$ cat src/rtl/cdt_pkg.sv
package cdt_pkg;
    typedef enum logic [1:0] {
        ST_STOP  = 2'd0,
        ST_COUNT = 2'd1,
        ST_EMPTY = 2'd2
    } run_state_e;

    typedef enum logic {
        P_IDLE = 1'b0,
        P_HOLD = 1'b1
    } pulse_state_e;

    typedef enum logic [1:0] {
        SRC_4096 = 2'd0,
        SRC_64   = 2'd1,
        SRC_1    = 2'd2,
        SRC_MIN  = 2'd3
    } src_sel_e;
endpackage

$ cat src/rtl/cdt_tick_mux.sv
module cdt_tick_mux
    import cdt_pkg::*;
#(
    parameter int NSRC = 4,
    localparam int SELW = $clog2(NSRC)
) (
    input  logic [NSRC-1:0] ticks,
    input  logic [SELW-1:0] sel,
    output logic            tick_sel,
    output logic            tick_rel
);
    // The pulse of a slow source is released by the 64 Hz tick.
    always_comb begin
        tick_sel = ticks[sel];
        if (sel == SELW'(SRC_1) || sel == SELW'(SRC_MIN))
            tick_rel = ticks[SRC_64];
        else
            tick_rel = tick_sel;
    end
endmodule

$ cat src/rtl/cdt_count_core.sv
module cdt_count_core
    import cdt_pkg::*;
#(
    parameter int DW = 8
) (
    input  logic          clk,
    input  logic          rst_n,
    input  logic          en_q,
    input  logic          en_nxt,
    input  logic          tick_sel,
    input  logic          load,
    input  logic [DW-1:0] load_val,
    output logic [DW-1:0] cnt_q,
    output logic [DW-1:0] reload_q,
    output logic          expire
);
    run_state_e    state_q, state_d;
    logic [DW-1:0] cnt_d;

    always_comb begin
        cnt_d  = cnt_q;
        expire = 1'b0;
        unique case (state_q)
            ST_STOP:  cnt_d = cnt_q;
            ST_EMPTY: cnt_d = cnt_q;
            ST_COUNT: begin
                if (tick_sel && en_q) begin
                    if (cnt_q == DW'(1)) begin
                        expire = 1'b1;
                        cnt_d  = reload_q;
                    end else begin
                        cnt_d = cnt_q - DW'(1);
                    end
                end
            end
            default:  cnt_d = cnt_q;
        endcase
        if (load)
            cnt_d = load_val;
    end

    always_comb begin
        state_d = state_q;
        unique case (state_q)
            ST_STOP: begin
                if (en_nxt)
                    state_d = (cnt_d == '0) ? ST_EMPTY : ST_COUNT;
            end
            ST_COUNT: begin
                if (!en_nxt)           state_d = ST_STOP;
                else if (cnt_d == '0)  state_d = ST_EMPTY;
            end
            ST_EMPTY: begin
                if (!en_nxt)           state_d = ST_STOP;
                else if (cnt_d != '0)  state_d = ST_COUNT;
            end
            default: state_d = ST_STOP;
        endcase
    end

    always_ff @(posedge clk or negedge rst_n) begin
        if (!rst_n) begin
            state_q  <= ST_STOP;
            cnt_q    <= '0;
            reload_q <= '0;
        end else begin
            state_q <= state_d;
            cnt_q   <= cnt_d;
            if (load)
                reload_q <= load_val;
        end
    end
endmodule

$ cat src/rtl/cdt_irq_shaper.sv
module cdt_irq_shaper
    import cdt_pkg::*;
(
    input  logic clk,
    input  logic rst_n,
    input  logic expire,
    input  logic tick_rel,
    input  logic flag_q,
    input  logic ie_q,
    input  logic pulse_mode_q,
    output logic irq
);
    pulse_state_e pst_q, pst_d;

    always_comb begin
        pst_d = pst_q;
        unique case (pst_q)
            P_IDLE: if (expire) pst_d = P_HOLD;
            P_HOLD: begin
                if (expire)        pst_d = P_HOLD;
                else if (tick_rel) pst_d = P_IDLE;
            end
            default: pst_d = P_IDLE;
        endcase
    end

    always_ff @(posedge clk or negedge rst_n) begin
        if (!rst_n) pst_q <= P_IDLE;
        else        pst_q <= pst_d;
    end

    always_comb begin
        if (!ie_q)             irq = 1'b0;
        else if (pulse_mode_q) irq = (pst_q == P_HOLD);
        else                   irq = flag_q;
    end
endmodule

$ cat src/rtl/countdown_timer.sv
module countdown_timer
    import cdt_pkg::*;
#(
    parameter int          AW        = 4,
    parameter int          DW        = 8,
    parameter logic [AW-1:0] CTRL_ADDR = 4'hE,
    parameter logic [AW-1:0] CNT_ADDR  = 4'hF,
    parameter logic [AW-1:0] IRQ_ADDR  = 4'h1
) (
    input  logic          clk,
    input  logic          rst_n,
    input  logic          wr_en,
    input  logic [AW-1:0] wr_addr,
    input  logic [DW-1:0] wr_data,
    input  logic [AW-1:0] rd_addr,
    output logic [DW-1:0] rd_data,
    input  logic          tick_4096,
    input  logic          tick_64,
    input  logic          tick_1,
    input  logic          tick_min,
    output logic          irq
);
    localparam int NSRC     = 4;
    localparam int SELW     = $clog2(NSRC);
    localparam int EN_BIT   = DW - 1;
    localparam int IE_BIT   = 0;
    localparam int MODE_BIT = 1;
    localparam int FLAG_BIT = 2;

    logic            en_q, en_nxt, ie_q, pulse_mode_q, flag_q;
    logic [SELW-1:0] sel_q;
    logic [DW-1:0]   cnt_q, reload_q;
    logic            tick_sel, tick_rel, expire;
    logic            ctrl_wr, cnt_wr, irq_wr;

    assign ctrl_wr = wr_en && (wr_addr == CTRL_ADDR);
    assign cnt_wr  = wr_en && (wr_addr == CNT_ADDR);
    assign irq_wr  = wr_en && (wr_addr == IRQ_ADDR);
    assign en_nxt  = ctrl_wr ? wr_data[EN_BIT] : en_q;

    always_ff @(posedge clk or negedge rst_n) begin
        if (!rst_n) begin
            en_q         <= 1'b0;
            sel_q        <= SELW'(SRC_MIN);
            ie_q         <= 1'b0;
            pulse_mode_q <= 1'b0;
            flag_q       <= 1'b0;
        end else begin
            en_q <= en_nxt;
            if (ctrl_wr)
                sel_q <= wr_data[SELW-1:0];
            if (irq_wr) begin
                ie_q         <= wr_data[IE_BIT];
                pulse_mode_q <= wr_data[MODE_BIT];
            end
            if (expire)
                flag_q <= 1'b1;
            else if (irq_wr && !wr_data[FLAG_BIT])
                flag_q <= 1'b0;
        end
    end

    cdt_tick_mux #(.NSRC(NSRC)) u_mux (
        .ticks    ({tick_min, tick_1, tick_64, tick_4096}),
        .sel      (sel_q),
        .tick_sel (tick_sel),
        .tick_rel (tick_rel)
    );

    cdt_count_core #(.DW(DW)) u_core (
        .clk      (clk),
        .rst_n    (rst_n),
        .en_q     (en_q),
        .en_nxt   (en_nxt),
        .tick_sel (tick_sel),
        .load     (cnt_wr),
        .load_val (wr_data),
        .cnt_q    (cnt_q),
        .reload_q (reload_q),
        .expire   (expire)
    );

    cdt_irq_shaper u_irq (
        .clk          (clk),
        .rst_n        (rst_n),
        .expire       (expire),
        .tick_rel     (tick_rel),
        .flag_q       (flag_q),
        .ie_q         (ie_q),
        .pulse_mode_q (pulse_mode_q),
        .irq          (irq)
    );

    always_comb begin
        rd_data = '0;
        if (rd_addr == CTRL_ADDR)
            rd_data = {en_q, {(DW-1-SELW){1'b0}}, sel_q};
        else if (rd_addr == CNT_ADDR)
            rd_data = cnt_q;
        else if (rd_addr == IRQ_ADDR)
            rd_data = {{(DW-3){1'b0}}, flag_q, pulse_mode_q, ie_q};
    end
endmodule

$ cat config.mk
export PLATFORM = sky130hd
export DESIGN_NAME = countdown_timer
export DESIGN_NICKNAME = d
export VERILOG_FILES = /design/src/rtl/cdt_pkg.sv /design/src/rtl/cdt_tick_mux.sv /design/src/rtl/cdt_count_core.sv /design/src/rtl/cdt_irq_shaper.sv /design/src/rtl/countdown_timer.sv
export SDC_FILE = /design/constraint.sdc
export NUM_CORES = 1
export LEC_CHECK = 0
export ABC_AREA = 1
export BUFFER_PORTS_ARGS = -buffer_cell sky130_fd_sc_hd__clkbuf_2
export CAP_MARGIN = 15
export CELL_PAD_IN_SITES_DETAIL_PLACEMENT = 2
export CELL_PAD_IN_SITES_GLOBAL_PLACEMENT = 2
export CORE_UTILIZATION = 27
export CTS_CLUSTER_SIZE = 14
export DETAILED_ROUTE_END_ITERATION = 7
export PLACE_DENSITY_LB_ADDON = 0.12
export REMOVE_ABC_BUFFERS = 1
export SYNTH_ARGS = -nofsm -noshare
export SYNTH_HDL_FRONTEND = slang
export SYNTH_HIERARCHICAL = 1
export SYNTH_SLANG_ARGS = --single-unit
export TNS_END_PERCENT = 30
$ cat constraint.sdc
create_clock -name clk -period 1.7 [get_ports clk]
set_input_delay 0.085 -clock clk [delete_from_list [all_inputs] [get_ports clk]]
set_output_delay 0.085 -clock clk [all_outputs]
set_load 0.1 [all_outputs]
* After elaboration in Yosys (flattened, before gate mapping)
Cells that the tools add are included.
** Word-level totals
- Bits in registers :: 25
- Word-level logic and storage cells :: 67
- Output and inout bits :: 9
** Cells by class
- Reduce and logical (&&, ||, !) cells :: 12
- Magnitude comparators :: 1
- Equality and inequality tests :: 14
- Multiplexer cells :: 29
- Add/sub/neg operators :: 1
- Bitwise operators :: 1
** Operator list (number)
- 8-bit 2-to-1 mux :: 6
- 4-bit equality test, second input constant :: 4
- 1-bit 2-to-1 mux :: 13
- 2-bit 2-to-1 mux :: 6
- 4-bit by 1-bit equality test with 1-bit output, second input constant :: 2
- 8-bit by 1-bit equality test with 1-bit output, second input constant :: 1
- 8-bit zero test :: 1
- 8-bit nonzero test :: 1
- 8-bit by 1-bit subtractor with 8-bit output, second input constant :: 1
- 2-bit equality test, second input constant :: 3
- 3-bit by 2-bit inequality test with 1-bit output, second input constant :: 2
- 2-bit one-hot mux with 3 select lines :: 1
- 1-bit logical AND :: 5
- 2-bit by 3-bit < comparator with 1-bit output, second input constant :: 1
- 3-bit 2-to-1 mux :: 1
- 3-bit AND reduction :: 1
- 1-bit binary-select mux with 2-bit select :: 1
- 2-bit by 1-bit equality test with 1-bit output, second input constant :: 1
- 2-bit zero test :: 1
- 2-bit inequality test, second input constant :: 1
- 1-bit one-hot mux with 2 select lines :: 1
- 2-bit nonzero test :: 1
- 1-bit zero test :: 1
- 1-bit logical OR :: 1
- 1-bit NOT :: 1

* Logic depth before layout (Yosys ltp)
Gate-level depths: netlist of run 1.
- Depth after elaboration :: 10
- Gate-level depth with buffers :: 18
- Depth with buffers taken out :: 18

* Cells and area by module
Netlist of run 1, hierarchy kept.
** Modules (own cells, without submodules)
- cdt_count_core :: cells an instance 153, area an instance 1129.8 µm², times used 1, sequential area each 450.4 µm²
- countdown_timer :: cells an instance 65, area an instance 411.6 µm², times used 1, sequential area each 152.6 µm²
- cdt_tick_mux :: cells an instance 15, area an instance 66.3 µm², times used 1, sequential area each 0.0 µm²
- cdt_irq_shaper :: cells an instance 7, area an instance 53.8 µm², times used 1, sequential area each 25.0 µm²

* Least setup slack after synthesis of run 1
No wires, ideal clock.
- Kind :: register to output
- From :: reg u_core.cnt_q[3]
- To :: out rd_data[3]
- Arrival time :: 1766 ps
- Buffers on the path :: 0
- Stages on the path, launching flop included :: 3
- Path slack :: -151 ps
- Required time :: 1615 ps
- Cells stage by stage :: dfrtp_1 inv_1 nor2_1
** On the way
- Cells in the longest elaborated chain, start to end :: 2
** RTL lines
- from (decl) :: line cdt_count_core.sv:13 : output logic [DW-1:0] cnt_q,
- from (signal assigned) :: line cdt_count_core.sv:68 : cnt_q <= cnt_d;
- 8-bit 2-to-1 mux :: line countdown_timer.sv:98 : else if (rd_addr == CNT_ADDR)
- 8-bit 2-to-1 mux :: line countdown_timer.sv:96 : if (rd_addr == CTRL_ADDR)
- to (decl) :: line countdown_timer.sv:16 : output logic [DW-1:0] rd_data,
Every way passes these cells.

* Final worst setup path of run 1
- From :: reg sel_q[0]
- To :: reg u_core.state_q[0]
** On the way
- Cells in the longest elaborated chain, start to end :: 10
- Elaborated cells between the ends (all ways) :: 14
- Classes of those cells :: eq/ne: 2; mux: 8; reduce/logical: 4
** RTL lines
- from (decl) :: line countdown_timer.sv:31 : logic [SELW-1:0] sel_q;
- from (signal assigned) :: line countdown_timer.sv:44 : sel_q <= SELW'(SRC_MIN);
- from (signal assigned) :: line countdown_timer.sv:51 : sel_q <= wr_data[SELW-1:0];
- 1-bit binary-select mux with 2-bit select * :: line cdt_tick_mux.sv:14 : tick_sel = ticks[sel];
- 1-bit 2-to-1 mux (not written as such) * :: line cdt_tick_mux.sv:14
- via tick_sel :: line countdown_timer.sv:33 : logic tick_sel, tick_rel, expire;
- 1-bit logical AND * :: line cdt_count_core.sv:27 : if (tick_sel && en_q) begin
- 8-bit 2-to-1 mux * :: line cdt_count_core.sv:27
- 8-bit 2-to-1 mux * :: line cdt_count_core.sv:23 : unique case (state_q)
- 8-bit 2-to-1 mux * :: line cdt_count_core.sv:38 : if (load)
- via u_core.cnt_d[5] :: line cdt_count_core.sv:18 : logic [DW-1:0] cnt_d;
- 8-bit zero test :: line cdt_count_core.sv:47, cdt_count_core.sv:51
- 2-bit 2-to-1 mux :: line cdt_count_core.sv:47 : state_d = (cnt_d == '0) ? ST_EMPTY : ST_COUNT;
- 2-bit 2-to-1 mux :: line cdt_count_core.sv:46 : if (en_nxt)
- 2-bit one-hot mux with 3 select lines :: line cdt_count_core.sv:44 : unique case (state_q)
- to (signal assigned) :: line cdt_count_core.sv:67 : state_q <= state_d;
- to (decl) :: line cdt_count_core.sv:17 : run_state_e state_q, state_d;
The timed path passes the listed nets; every way through them passes the cells marked *. The select of a mux whose other input is x is not followed.
A chain may end at the register's enable or synchronous reset.

==> impl_metrics.json, run 1 <==
{
  "max-clock-path-buffers": 2,
  "clockRootBuffer": "sky130_fd_sc_hd__clkbuf_8",
  "intPower_mw": 1.65,
  "timing.critical_path.arrival_ns": 2.16,
  "multi_input_area_sq_um": 925,
  "min-delay-start": "wr_data[0]",
  "ys_warns": 6,
  "power.density_mw_per_mm2": 1350,
  "vias_per_cell": 4.55,
  "chipWidth_um": 80.4,
  "via_count": 1723,
  "timing.final.ws_setup_ns": -0.280,
  "finalPower_mw": 3.04,
  "drc_errors": 0,
  "maximum_number_of_pins_on_one_net_before_global_route_repair": 26,
  "p_sw_mw": 1.39,
  "ir_worst_vdd_uv": 519,
  "most-common-layout-cells": "sky130_fd_sc_hd__nand2_1 (72), sky130_fd_sc_hd__inv_1 (33), sky130_fd_sc_hd__buf_4 (31)",
  "max_cap_viols": 0,
  "p_leak_nw": 1.27,
  "period_minus_slack_ns": 1.98,
  "run_status": "finished with violations",
  "post-dp-hpwl_um": 4480,
  "yosys_register_bits": 25,
  "floorplan.io_pins": 32,
  "grt_first_pass_wirelength_um": 8780,
  "worst-r2r-cell-count": 17,
  "finClkSkew_ns": 0.00715,
  "finalMaxSlewViolations": 0,
  "holdCritPathClass": "in -> reg",
  "syn-mean-instance-area_sq_um": 6.92,
  "final-seq-area_sq_um": 628,
  "hold_crit_depth": 3,
  "required_ns": 1.88,
  "layout_commonest_cell": "sky130_fd_sc_hd__nand2_1",
  "maxClockFrequency_mhz": 505,
  "gp_congestion": 0.752,
  "regToRegStartpoint": "sel_q[0]",
  "avgRoutedWirePerCell_um": 14.1,
  "proportion_of_layout_cells_with_a_drive_suffix_above_1_pct": 37.8,
  "worst-slew-pin-transition_ns": 0.660,
  "mappedNetlistArea_sq_mm": 0.00166,
  "hold_path_end": "sel_q[0]",
  "pwr-share-seq_pct": 31.4,
  "drt_first_iter_violations": 28,
  "die_height_um": 80.4,
  "synth.distinct_cells": 26,
  "timing.critical_path.to_type": "flop",
  "timing.final.setup_violations": 6,
  "num_rows": 28,
  "die_area_sq_mm": 0.00647,
  "max-slew-margin-rel_pct": 56.0,
  "violations": "setup timing",
  "finish.utilization_pct": 38.2,
  "pwr-share-clk_pct": 12.0,
  "fill_cells": 733,
  "io_buffers": 31,
  "final_min_period_over_clock_period_pct": 116,
  "area_growth_syn_to_layout_pct": 36.0,
  "htree_levels": 1,
  "start_util_pct": 28.1,
  "synthCells": 240,
  "clkTransAtPathRegs_ns": 0.09,
  "nNetsFinal": 330,
  "detailedRoute.firstPassIterationCount": 3,
  "final_antenna_net_count": 0,
  "detail_route.wirelength_um": 5340,
  "setup.worst_path.start_class": "flop",
  "cts_sinks": 25,
  "clock_tree_from_tritoncts": "built",
  "grt_remaining_overflow": 0,
  "insertedDiodeCount": 0,
  "first_global_vias": 1854,
  "worstSkewPairLatency_ns": 0.28,
  "worstReg2RegEnd": "u_core/state_q[0]",
  "power_frac_comb_pct": 56.6,
  "biggest_fanout_along_the_worst_timing_path": 8,
  "hold_viol": 0,
  "critPathKind": "reg -> reg",
  "cts_made_buffers": 3,
  "yosysSeqAreaShare_pct": 37.8,
  "rsz0062_at_grt": "yes",
  "reg2reg_setup_slack_ns": -0.28,
  "core-area_sq_mm": 0.00592,
  "switching_share_pct": 45.8,
  "grt_antenna_before_repair": 0,
  "grtUsageTotal_pct": 18.2
}
[flip-flops by register name, indices dropped and copies added (netlist names)]
register	count
ie_q	1
flag_q	1
sel_q	2
pulse_mode_q	1
u_core/state_q	2
u_core/cnt_q	8
en_q	1
u_core/reload_q	8
u_irq/pst_q	1
[synth_stat cells]
| cell type | count | area, sq um |
|---|---|---|
| sky130_fd_sc_hd__inv_2 | 5 | 18.8 |
| sky130_fd_sc_hd__nor2_2 | 6 | 37.5 |
| sky130_fd_sc_hd__o21ai_1 | 4 | 20.0 |
| sky130_fd_sc_hd__o21bai_1 | 1 | 7.51 |
| sky130_fd_sc_hd__nor2_1 | 26 | 97.6 |
| sky130_fd_sc_hd__nand3_1 | 22 | 110 |
| sky130_fd_sc_hd__nand2_1 | 77 | 289 |
| sky130_fd_sc_hd__clkbuf_1 | 1 | 3.75 |
| sky130_fd_sc_hd__nand2_4 | 4 | 45.0 |
| sky130_fd_sc_hd__inv_1 | 33 | 124 |
| sky130_fd_sc_hd__buf_2 | 1 | 5.00 |
| sky130_fd_sc_hd__nor2_8 | 1 | 20.0 |
| sky130_fd_sc_hd__a21oi_1 | 2 | 10.0 |
| sky130_fd_sc_hd__nand2_2 | 7 | 43.8 |
| sky130_fd_sc_hd__dfrtp_1 | 23 | 576 |
| sky130_fd_sc_hd__nor3_2 | 1 | 10.0 |
| sky130_fd_sc_hd__nand4_1 | 6 | 37.5 |
| sky130_fd_sc_hd__buf_8 | 1 | 15.0 |
| sky130_fd_sc_hd__clkinv_4 | 1 | 8.76 |
| sky130_fd_sc_hd__ha_1 | 2 | 25.0 |
| sky130_fd_sc_hd__dfstp_2 | 2 | 52.6 |
| sky130_fd_sc_hd__nand3_2 | 1 | 10.0 |
| sky130_fd_sc_hd__o21ai_0 | 6 | 30.0 |
| sky130_fd_sc_hd__o21ai_2 | 3 | 26.3 |
| sky130_fd_sc_hd__nor2_4 | 3 | 33.8 |
| sky130_fd_sc_hd__nor3_1 | 1 | 5.00 |
[power groups by stage]
stage / clock [mW] / combinational (mW) / sequential, mW
after detailed placement: 0 / 1.60 / 0.972
after floorplan: 0 / 0.894 / 0.945
after global placement: 0 / 1.54 / 0.969
final: 0.365 / 1.72 / 0.954
after CTS: 0.382 / 1.66 / 0.959
after global routing: 0.401 / 1.90 / 0.987
[critical path, stage by stage, from the launching register on]
cell	delay, ns
sky130_fd_sc_hd__dfstp_2	0.58
sky130_fd_sc_hd__inv_2	0.05
sky130_fd_sc_hd__nand2_2	0.05
sky130_fd_sc_hd__nand3_2	0.06
sky130_fd_sc_hd__nand2_1	0.07
sky130_fd_sc_hd__nand2_1	0.06
sky130_fd_sc_hd__inv_2	0.10
sky130_fd_sc_hd__nand2_8	0.10
sky130_fd_sc_hd__nor2_4	0.14
sky130_fd_sc_hd__nand2_1	0.06
sky130_fd_sc_hd__nand2_1	0.07
sky130_fd_sc_hd__nand3_2	0.07
sky130_fd_sc_hd__nand2_2	0.06
sky130_fd_sc_hd__nand2_2	0.08
sky130_fd_sc_hd__nor2_4	0.11
sky130_fd_sc_hd__nand2_2	0.07
sky130_fd_sc_hd__nor2_2	0.10
sky130_fd_sc_hd__nor2_1	0.05
[worst max-delay path by stage]
stage | start | to | slack [ns] | depth (start not counted)
2_1_floorplan | wr_addr[0] | u_core/state_q[0] | -0.15 | 11
4_1_cts | sel_q[0] | u_core/state_q[0] | -0.30 | 17
5_1_grt | sel_q[0] | u_core/state_q[0] | -0.43 | 17
6_report | sel_q[0] | u_core/state_q[0] | -0.28 | 17
3_5_place_dp | sel_q[0] | u_core/state_q[0] | -0.32 | 16
3_3_place_gp | sel_q[0] | u_core/state_q[0] | -0.26 | 17
[stage by stage]
stage                     worst slack, ns  std cells  cell area (sq um)  hold WS (ns)  TNS (ns)
after detailed placement           -0.325        372               2110         0.140    -0.642
final                              -0.280        379               2260        0.0366    -0.658
after CTS                          -0.299        379               2220        0.0277    -0.665
after global routing               -0.433        379               2260        0.0514     -1.60
after floorplan                    -0.152        237               1640        -0.211    -0.716
after global placement             -0.256        372               2110         0.145    -0.465
[routing by layer]
metal | global-route usage, % | part of all wire (%) | vias to the layer above
met2 | 31.2 | 48 | 20
met3 | 1.36 | 1.5 | 5
met4 | 4.82 | 1.1 | 0
met5 | 0 | 0 | -
met1 | 24.4 | 50 | 824
li1 | - | - | 874
[repair_timing]
item | 4_1_cts | 5_1_grt
buffers inserted | 1 | 0
endpoints found under the hold margin | 23 | 0
pin swaps | 0 | 9
gates resized for setup | 9 | 13
hold buffers | 1 | 0
gates cloned | 1 | 0
setup endpoints to repair | 5 | 10
[kinds of logic after synthesis]
logic type | share of synthesized area (%)
DFF | 37.8
and+or+nand+nor | 44.5
buffers and inverters | 10.5
AOI/OAI and AO/OA | 5.65
adders and majority gates | 1.51
[layout make-up]
| class | count | area share [%] |
|---|---|---|
| multi-input cells | 173 | 40.9 |
| clock buffers | 3 | 1.83 |
| repair inverters | 1 | 0.388 |
| clock inverters | 1 | 0.221 |
| repair buffers | 62 | 17.7 |
| flip-flops and latches | 25 | 27.8 |
| well taps | 75 | 4.15 |
| inverters | 39 | 7.03 |
No activity file was read; power rests on OpenSTA's default activity.
==> run 2, diff against run 1 <==
- ABC_AREA: 1 -> unset
- CORE_UTILIZATION: 27 -> 30
==> impl_metrics.json, run 2 <==
{
  "run_status": "finished with violations",
  "violations": "setup timing",
  "final_antenna_net_count": 0,
  "power.density_mw_per_mm2": 1440,
  "chipWidth_um": 75.0,
  "worstSkewPairLatency_ns": 0.28,
  "timing.critical_path.to_type": "flop",
  "grtUsageTotal_pct": 26.6,
  "power_frac_comb_pct": 60.3,
  "intPower_mw": 1.90,
  "synthDominantCellAreaShare_pct": 36.1,
  "max-clock-path-buffers": 2,
  "synth_most_common_cell": "sky130_fd_sc_hd__dfrtp_1",
  "p_leak_nw": 1.10,
  "synthCells": 163,
  "worst-r2r-cell-count": 8,
  "timing.final.setup_violations": 12,
  "insertedDiodeCount": 0,
  "clkTransAtPathRegs_ns": 0.10,
  "area_growth_syn_to_layout_pct": 49.4,
  "timing.hold.ws_ns": 0.0512,
  "drt_first_iter_violations": 77,
  "die_area_sq_mm": 0.00562,
  "first_global_vias": 1920,
  "maximum_number_of_pins_on_one_net_before_global_route_repair": 26,
  "grt_remaining_overflow": 0,
  "totalNegativeSetupSlack_ns": -5.44,
  "hold_viol": 0,
  "p_sw_mw": 1.54,
  "rsz0062_at_grt": "yes",
  "pwr-share-seq_pct": 28.9,
  "clockRootBuffer": "sky130_fd_sc_hd__clkbuf_8",
  "timing.critical_path.arrival_ns": 2.85,
  "yosys_register_bits": 25,
  "worst-slew-pin-transition_ns": 0.695,
  "final_min_period_over_clock_period_pct": 155,
  "maxClockFrequency_mhz": 379,
  "timing.final.ws_setup_ns": -0.939,
  "cts_sinks": 25,
  "vias_per_cell": 5.37,
  "finalMaxSlewViolations": 0,
  "htree_levels": 1,
  "most-common-layout-cells": "sky130_fd_sc_hd__buf_4 (52), sky130_fd_sc_hd__clkbuf_2 (27), sky130_fd_sc_hd__dfrtp_1 (23)",
  "post_synth_most_frequent_cells": "sky130_fd_sc_hd__dfrtp_1 (23), sky130_fd_sc_hd__nor2_1 (19), sky130_fd_sc_hd__nand2_1 (16), sky130_fd_sc_hd__inv_1 (9), sky130_fd_sc_hd__mux2_2 (9)",
  "period_minus_slack_ns": 2.64,
  "grt_first_pass_wirelength_um": 10700,
  "yosysSeqAreaShare_pct": 39.3,
  "ir_worst_vdd_uv": 487,
  "avgRoutedWirePerCell_um": 23.1,
  "switching_share_pct": 44.7,
  "detailedRoute.firstPassIterationCount": 4,
  "grt_antenna_before_repair": 0,
  "synthFlopType": "sky130_fd_sc_hd__dfrtp_1",
  "ys_warns": 6,
  "syn-mean-instance-area_sq_um": 9.79,
  "num_rows": 26,
  "setup.worst_path.start_class": "flop",
  "max-slew-margin-rel_pct": 53.7,
  "drc_errors": 0,
  "critPathKind": "reg -> reg",
  "fill_cells": 563,
  "holdCritPathClass": "in -> reg",
  "start_util_pct": 31.3,
  "via_count": 1698,
  "proportion_of_layout_cells_with_a_drive_suffix_above_1_pct": 51.2,
  "biggest_fanout_along_the_worst_timing_path": 4,
  "post-synth-top-area-cell": "sky130_fd_sc_hd__dfrtp_1",
  "ys_async_sr_fraction_pct": 100,
  "hold_crit_depth": 2,
  "post-dp-hpwl_um": 4830,
  "synth.distinct_cells": 51,
  "layout_commonest_cell": "sky130_fd_sc_hd__buf_4",
  "nNetsFinal": 272,
  "die_height_um": 75.0,
  "synth_edf_count": 0,
  "detail_route.wirelength_um": 7310,
  "required_ns": 1.91,
  "max_cap_viols": 0,
  "layout_top_registers": "u_core/cnt_q x8, u_core/reload_q x8",
  "io_buffers": 31,
  "finClkSkew_ns": 0.00966,
  "pwr-share-clk_pct": 10.8,
  "synth.area.top_cells": "sky130_fd_sc_hd__dfrtp_1 (36%), sky130_fd_sc_hd__mux2_2 (6.3%), sky130_fd_sc_hd__nor2_1 (4.5%)",
  "reg2reg_setup_slack_ns": -0.94,
  "clock_tree_from_tritoncts": "built",
  "gp_congestion": 0.863,
  "core-area_sq_mm": 0.00511,
  "mappedNetlistArea_sq_mm": 0.00160,
  "cts_made_buffers": 3,
  "floorplan.io_pins": 32
}
## run 2: cell families (layout without fill, tap and decap cells)
kind of cell / Yosys count / after routing / share of synthesized area (%)
buf+inv: 15 / 98 / 4.15
fa+ha+maj: 2 / 2 / 1.57
simple gates: 72 / 72 / 28.1
mux: 14 / 14 / 10.3
flops: 25 / 25 / 39.3
compound gates: 35 / 35 / 16.5
## run 2: final cells by class
cell class              count  area, sq um  share of cell area [%]
flip-flops and latches     25          628                    26.3
well taps                  70         87.6                    3.67
repair buffers             85          601                    25.2
multi-input cells         123          990                    41.5
inverters                   9         33.8                    1.42
clock buffers               4         45.0                    1.89
## run 2: routing by layer
metal  global-route usage, %  up-vias  part of all wire [%]
met5                       0        -                     0
met4                    9.64        0                   2.8
met3                    2.01       14                   2.0
met2                    46.4       42                    52
met1                    34.4      875                    43
li1                        -      767                     -
## run 2: repair_timing
action,in CTS,in global routing
hold buffers,1,0
buffers inserted,9,2
resized for setup,15,5
endpoints found under the setup margin,12,12
endpoints found under the hold margin,23,0
pin swaps,9,10
## run 2: power groups by stage
stage / logic, mW / registers, mW / clock network [mW]
detailed placement: 1.70 / 0.979 / 0
finish: 2.08 / 0.994 / 0.372
global route: 2.18 / 1.01 / 0.394
floorplan: 0.819 / 0.978 / 0
global placement: 1.63 / 0.961 / 0
CTS: 1.85 / 0.974 / 0.380
## run 2: worst paths after layout
check | start | endpoint
setup reg to reg | sel_q[0] | u_core/state_q[1]
hold reg to reg | u_irq/pst_q | u_irq/pst_q
setup / recovery | sel_q[0] | u_core/state_q[1]
hold / removal | wr_data[3] | u_core/reload_q[3]
max in group asynchronous | rst_n | u_core/cnt_q[0]
min in group asynchronous | rst_n | u_core/state_q[0]
## run 2: worst max-delay path, stage by stage (launching register included)
cell,delay (ns)
sky130_fd_sc_hd__dfstp_2,0.56
sky130_fd_sc_hd__mux4_2,0.24
sky130_fd_sc_hd__nand4b_1,0.26
sky130_fd_sc_hd__buf_4,0.25
sky130_fd_sc_hd__o311ai_2,0.36
sky130_fd_sc_hd__o31a_2,0.26
sky130_fd_sc_hd__nand4b_1,0.21
sky130_fd_sc_hd__nor4_4,0.24
sky130_fd_sc_hd__and3b_1,0.22
## run 2: stage by stage
step	setup WS [ns]	area [sq um]	utilization [%]	instances	total power, mW
after detailed placement	-0.864	2140	42.0	300	2.68
final	-0.939	2380	46.7	316	3.44
after floorplan	-0.713	1560	-	157	1.80
after global routing	-1.02	2380	46.7	316	3.59
after CTS	-0.775	2340	45.8	314	3.20
after global placement	-0.719	2140	42.0	300	2.59
